**config.mk**
```make
export PLATFORM = sky130hd
export DESIGN_NAME = ifetch_tlb
export DESIGN_NICKNAME = d
export VERILOG_FILES = /design/src/rtl/ifetch_tlb_pkg.sv /design/src/rtl/ifetch_tlb_match.sv /design/src/rtl/ifetch_tlb_victim.sv /design/src/rtl/ifetch_tlb.sv
export SDC_FILE = /design/constraint.sdc
export NUM_CORES = 1
export LEC_CHECK = 0
export ABC_AREA = 1
export ABC_CLOCK_PERIOD_IN_PS = 4600
export BUFFER_PORTS_ARGS = -buffer_cell sky130_fd_sc_hd__buf_2
export CAP_MARGIN = 20
export CORE_MARGIN = 3
export CORE_UTILIZATION = 25
export CTS_CLUSTER_DIAMETER = 60
export DETAILED_ROUTE_END_ITERATION = 16
export PLACE_DENSITY = 0.4
export SLEW_MARGIN = 10
export SYNTH_ARGS = -nofsm -noshare
export SYNTH_HDL_FRONTEND = slang
export SYNTH_SLANG_ARGS = --single-unit
```
**constraint.sdc**
```tcl
create_clock -name clk -period 4.6 [get_ports clk]
set_clock_uncertainty 0.1 [all_clocks]
set_input_delay 0.92 -clock clk [delete_from_list [all_inputs] [get_ports clk]]
set_output_delay 0.92 -clock clk [all_outputs]
set_load 0.02 [all_outputs]
```
**src/rtl/ifetch_tlb_pkg.sv**
```systemverilog
package ifetch_tlb_pkg;

    // Walker state of the miss sequence
    typedef enum logic [0:0] {
        WALK_IDLE = 1'b0,
        WALK_BUSY = 1'b1
    } walk_e;

    // Pseudo-random source: 8-bit Galois shift register, maximal length
    localparam int          RNG_W    = 8;
    localparam logic [7:0]  RNG_TAPS = 8'hB8;
    localparam logic [7:0]  RNG_SEED = 8'h01;

endpackage

```
**src/rtl/ifetch_tlb_match.sv**
```systemverilog
module ifetch_tlb_match #(
    parameter int ENTRIES = 8,
    parameter int VPN_W   = 5,
    parameter int PPN_W   = 5,
    localparam int IDX_W  = $clog2(ENTRIES)
) (
    input  logic [ENTRIES-1:0]       valid_i,
    input  logic [ENTRIES*VPN_W-1:0] tag_i,
    input  logic [ENTRIES*PPN_W-1:0] ppn_i,
    input  logic [VPN_W-1:0]         vpn_i,
    output logic                     hit_o,
    output logic [IDX_W-1:0]         idx_o,
    output logic [PPN_W-1:0]         ppn_o
);

    logic [ENTRIES-1:0] match;

    // One comparator per slot
    for (genvar g = 0; g < ENTRIES; g++) begin : g_cmp
        assign match[g] = valid_i[g] && (tag_i[g*VPN_W +: VPN_W] == vpn_i);
    end

    // At most one slot matches, so an OR of gated fields is enough
    always_comb begin
        ppn_o = '0;
        idx_o = '0;
        for (int i = 0; i < ENTRIES; i++) begin
            if (match[i]) begin
                ppn_o = ppn_o | ppn_i[i*PPN_W +: PPN_W];
                idx_o = idx_o | IDX_W'(i);
            end
        end
    end

    assign hit_o = |match;

endmodule

```
**src/rtl/ifetch_tlb_victim.sv**
```systemverilog
module ifetch_tlb_victim #(
    parameter int ENTRIES = 8,
    localparam int IDX_W  = $clog2(ENTRIES)
) (
    input  logic               clk,
    input  logic               rst_n,
    input  logic [ENTRIES-1:0] valid_i,
    output logic [IDX_W-1:0]   victim_o
);
    import ifetch_tlb_pkg::*;

    logic [RNG_W-1:0] rng_d, rng_q;
    logic             free_found;
    logic [IDX_W-1:0] free_idx;

    // Free-running sequence, one step every cycle
    always_comb begin
        rng_d = rng_q >> 1;
        if (rng_q[0]) begin
            rng_d = rng_d ^ RNG_TAPS;
        end
    end

    always_ff @(posedge clk or negedge rst_n) begin
        if (!rst_n) begin
            rng_q <= RNG_SEED;
        end else begin
            rng_q <= rng_d;
        end
    end

    // Lowest free slot wins over the random pick
    always_comb begin
        free_found = 1'b0;
        free_idx   = '0;
        for (int i = ENTRIES - 1; i >= 0; i--) begin
            if (!valid_i[i]) begin
                free_found = 1'b1;
                free_idx   = IDX_W'(i);
            end
        end
        victim_o = free_found ? free_idx : rng_q[IDX_W-1:0];
    end

endmodule

```
**src/rtl/ifetch_tlb.sv**
```systemverilog
module ifetch_tlb #(
    parameter int ENTRIES = 8,
    parameter int VPN_W   = 5,
    parameter int OFF_W   = 6,
    parameter int PPN_W   = 5,
    parameter int MEM_AW  = 16,
    parameter int PT_BASE = 0,
    localparam int VA_W   = VPN_W + OFF_W,
    localparam int PA_W   = PPN_W + OFF_W,
    localparam int PTE_W  = PPN_W + 1,
    localparam int IDX_W  = $clog2(ENTRIES)
) (
    input  logic              clk,
    input  logic              rst_n,
    input  logic              fetch_valid_i,
    input  logic [VA_W-1:0]   fetch_vaddr_i,
    output logic [PA_W-1:0]   fetch_paddr_o,
    output logic              fetch_hit_o,
    output logic              fetch_stall_o,
    output logic              pt_rd_req_o,
    output logic [MEM_AW-1:0] pt_rd_addr_o,
    input  logic              pt_rd_ready_i,
    input  logic [PTE_W-1:0]  pt_rd_data_i,
    output logic              evict_valid_o,
    output logic [VPN_W-1:0]  evict_vpn_o,
    output logic [PPN_W-1:0]  evict_ppn_o,
    output logic              evict_ref_o
);
    import ifetch_tlb_pkg::*;

    typedef struct packed {
        logic             valid;
        logic             refd;
        logic             dirty;
        logic [VPN_W-1:0] tag;
        logic [PPN_W-1:0] ppn;
    } slot_t;

    typedef struct packed {
        walk_e                   st;
        logic                    retry;
        logic [VPN_W-1:0]        miss_vpn;
        logic                    ev_valid;
        logic                    ev_ref;
        logic [VPN_W-1:0]        ev_vpn;
        logic [PPN_W-1:0]        ev_ppn;
        slot_t [ENTRIES-1:0]     slot;
    } state_t;

    state_t state_d, state_q;

    logic [ENTRIES-1:0]       vld_vec;
    logic [ENTRIES*VPN_W-1:0] tag_flat;
    logic [ENTRIES*PPN_W-1:0] ppn_flat;
    logic [VPN_W-1:0]         look_vpn;
    logic                     m_hit;
    logic [IDX_W-1:0]         m_idx;
    logic [PPN_W-1:0]         m_ppn;
    logic [IDX_W-1:0]         victim;

    assign look_vpn = fetch_vaddr_i[VA_W-1:OFF_W];

    for (genvar g = 0; g < ENTRIES; g++) begin : g_flat
        assign vld_vec[g]                  = state_q.slot[g].valid;
        assign tag_flat[g*VPN_W +: VPN_W]  = state_q.slot[g].tag;
        assign ppn_flat[g*PPN_W +: PPN_W]  = state_q.slot[g].ppn;
    end

    ifetch_tlb_match #(
        .ENTRIES (ENTRIES),
        .VPN_W   (VPN_W),
        .PPN_W   (PPN_W)
    ) match_i (
        .valid_i (vld_vec),
        .tag_i   (tag_flat),
        .ppn_i   (ppn_flat),
        .vpn_i   (look_vpn),
        .hit_o   (m_hit),
        .idx_o   (m_idx),
        .ppn_o   (m_ppn)
    );

    ifetch_tlb_victim #(
        .ENTRIES (ENTRIES)
    ) victim_i (
        .clk      (clk),
        .rst_n    (rst_n),
        .valid_i  (vld_vec),
        .victim_o (victim)
    );

    // Next-state logic
    always_comb begin
        state_d          = state_q;
        state_d.ev_valid = 1'b0;
        state_d.retry    = 1'b0;
        unique case (state_q.st)
            WALK_IDLE: begin
                if (fetch_valid_i) begin
                    if (m_hit) begin
                        // the completing lookup of a refill does not count as a use
                        if (!state_q.retry) begin
                            state_d.slot[m_idx].refd = 1'b1;
                        end
                    end else begin
                        state_d.st       = WALK_BUSY;
                        state_d.miss_vpn = look_vpn;
                    end
                end
            end
            WALK_BUSY: begin
                if (pt_rd_ready_i) begin
                    if (state_q.slot[victim].valid && state_q.slot[victim].dirty) begin
                        state_d.ev_valid = 1'b1;
                        state_d.ev_ref   = state_q.slot[victim].refd;
                        state_d.ev_vpn   = state_q.slot[victim].tag;
                        state_d.ev_ppn   = state_q.slot[victim].ppn;
                    end
                    state_d.slot[victim].valid = 1'b1;
                    state_d.slot[victim].refd  = 1'b0;
                    state_d.slot[victim].dirty = pt_rd_data_i[PPN_W];
                    state_d.slot[victim].tag   = state_q.miss_vpn;
                    state_d.slot[victim].ppn   = pt_rd_data_i[PPN_W-1:0];
                    state_d.st                 = WALK_IDLE;
                    state_d.retry              = 1'b1;
                end
            end
            default: state_d.st = WALK_IDLE;
        endcase
    end

    always_ff @(posedge clk or negedge rst_n) begin
        if (!rst_n) begin
            state_q <= '0;
        end else begin
            state_q <= state_d;
        end
    end

    // Outputs
    assign fetch_hit_o   = fetch_valid_i && (state_q.st == WALK_IDLE) && m_hit;
    assign fetch_stall_o = fetch_valid_i && !fetch_hit_o;
    assign fetch_paddr_o = {m_ppn, fetch_vaddr_i[OFF_W-1:0]};
    assign pt_rd_req_o   = (state_q.st == WALK_BUSY);
    assign pt_rd_addr_o  = MEM_AW'(PT_BASE) + MEM_AW'(state_q.miss_vpn);
    assign evict_valid_o = state_q.ev_valid;
    assign evict_vpn_o   = state_q.ev_vpn;
    assign evict_ppn_o   = state_q.ev_ppn;
    assign evict_ref_o   = state_q.ev_ref;

endmodule

```
==> out/metrics.yaml <==
logic_synthesis:
  synth_common_cells: "nand2_1, dfrtp_1, nor2_1"
  syn_avg_cell_area_um2: 7.72
  synth_cell_types: 39
  syn_inst: 904
  synth.top_cell.area_share_pct: 46.6
  yosysSeqAreaShare_pct: 47.0
  async_flop_share_pct: 100
  synth-main-ff-cell: "dfrtp_1"
  synth.ff_latch_count: 131
  post-synth-top-count-cell: "nand2_1"
  synth_edf_count: 0
  netlist_area_um2: 6980
  synth_top_area_cell: "dfrtp_1"
  synthTopCellsByArea: "dfrtp_1, nand2_1, o21ai_0"
  ys_warn_count: 0
finish:
  fin_nets: 940
  syn2layout_area_growth_pct: 13.7
  fin_util_pct: 29.2
  fin_cells: 1304
  drive_gt1_share_pct: 12.2
  fillers: 2977
  n_antenna_cell: 0
timing:
  fmax_ghz: 0.261
  relSlewSlack_pct: 45.3
  drv_slew: 0
  min_period_ns: 3.84
  rsz0062_at_grt: "false"
  setup_viol: 0
  tightestPinTransition_ns: 0.816
  hold_violations: 0
  fin_tns_setup_ns: 0
  period_share_pct: 83.4
clock_network:
  clkSlewWorstSetupHoldPaths_ns: 0.06
  postCtsResizedCells: 0
  ctsHoldBuffers: 0
  cts_tree: "built"
  cts_root_buf: "clkbuf_16"
  htree_levels: 4
  cts_sinks: 131
  cts_inserted_buffers: 17
  clk_latency_ns: 0.42
  post_cts_buffers: 0
  cts.path.max_buffers: 2
drt:
  drt_iter0_drc: 443
  vias: 5995
  wl_mm: 24.8
  drt-pass1-iter-count: 5
  viasPerCell: 4.60
  wl_per_cell_um: 19.0
  drcViolationCount: 0
  ant_nets: 0
critical_path:
  endpoint_kind: "output pin"
  worstSetupPathType: "primary input to output pin"
  cp-start-kind: "primary input"
  required_ns: 3.58
  worstPathMaxFanout: 9
  cp.arrival_ns: 2.82
run_status:
  run_status: "complete, no violations"
floorplanning:
  start_util_pct: 25.7
  core_um2: 27200
  fp.dieW_um: 173
  die_y_um: 173
  die-area_um2: 30000
  row_count: 60
  ioPinCount: 63
placed_design:
  port_buffers: 39
  hpwlAfterDp_mm: 17.7
  dp.cells: 1272
  gp_congestion: 0.943
global_routing:
  antenna_found_initial: 1
  grt_pass1_vias: 5843
  grt_remaining_overflow: 0
  grt_max_degree: 70
  grt_pass1_wl_mm: 38.2
  grt.total_usage_pct: 16.8
power_and_ir_drop:
  power-per-cell-area_nw_per_um2: 434
  p_leak_nw: 3.88
  ir_drop_v: 0.000248
run:
  maxCapViolations: 0
worst_hold_path:
  worstHoldPathType: "flop to flop"
worst max-delay path: stages:
cell      delay (ns)
buf_2           0.17
inv_1           0.21
nor2_1          0.07
nor3_1          0.18
nand3_1         0.35
nand2_1         0.25
nor2_2          0.09
a21boi_0        0.33
nor2_1          0.07
buf_2           0.17
layout make-up:
type	count	area (um2)	area share, %
Sequential cell	131	3280	41.3
Multi-Input combinational cell	628	2980	37.5
Tap cell	372	465	5.86
Clock buffer	22	464	5.85
Inverter	96	360	4.54
Timing Repair Buffer	45	259	3.26
Clock inverter	10	131	1.66
cell families after synthesis:
| logic type | Yosys count | share of synthesized area (%) |
|---|---|---|
| buffers and inverters | 155 | 11.0 |
| AO/OA/AOI/OAI | 174 | 13.9 |
| XOR/XNOR | 15 | 1.88 |
| other | 1 | 0.0537 |
| flip-flops | 131 | 47.0 |
| AND/OR/NAND/NOR | 428 | 26.2 |
per-layer routing:
layer  up-vias  global-route usage [%]  wire length [um]
met3        39                    2.70              1210
li1       2889                       -                 -
met1      2857                    23.1             11700
met2       208                    26.5             11200
met5         -                       0                10
met4         2                    6.22               648
path summary, 6_finish.rpt:
check / from / to / slack (ns) / cells past startpoint
max in group asynchronous: rst_n / state_q[76] / 3.21 / 2
worst max-delay path: fetch_vaddr_i[7] / fetch_stall_o / 0.76 / 10
min in group asynchronous: rst_n / state_q[10] / 0.39 / 1
worst min register to register: victim_i.rng_q[3] / victim_i.rng_q[2] / 0.25 / 0
worst max register to register: state_q[64] / state_q[9] / 1.55 / 12
worst min-delay path: victim_i.rng_q[3] / victim_i.rng_q[2] / 0.25 / 0
cell usage in the layout (no fill, tap or decap), types with 8 or more instances in the layout:
| cell type | count |
|---|---|
| nand2_1 | 250 |
| dfrtp_1 | 130 |
| nor2_1 | 97 |
| o21ai_0 | 91 |
| inv_1 | 86 |
| nand3_1 | 41 |
| o21ai_1 | 40 |
| buf_2 | 38 |
| o22ai_1 | 17 |
| clkbuf_16 | 17 |
| xor2_1 | 15 |
| conb_1 | 11 |
| a21oi_1 | 9 |
| inv_2 | 9 |
| nand2_2 | 8 |
registers in the layout, summed over array words and instances, names as in the netlist:
register,count
ppn_flat,40
evict_ref_o,1
pt_rd_req_o,1
evict_valid_o,1
evict_ppn_o,5
state_q,70
victim_i.rng_q,8
evict_vpn_o,5
stage by stage:
stage | cell area [um2] | hold WS (ns) | setup slack, ns | power [mW]
2_1_floorplan | 7020 | 0.231 | 0.999 | 1.92
3_3_place_gp | 7340 | 0.234 | 0.871 | 2.08
3_5_place_dp | 7340 | 0.237 | 0.848 | 2.08
4_1_cts | 7940 | 0.251 | 0.845 | 3.48
5_1_grt | 7940 | 0.253 | 0.603 | 3.64
6_report | 7940 | 0.248 | 0.763 | 3.45
report_power, final:
group / switching (mW) / internal, mW
sequential: 0.115 / 1.29
clock: 0.518 / 0.877
combinational: 0.450 / 0.198
No activity file was read; power rests on OpenSTA's default activity.
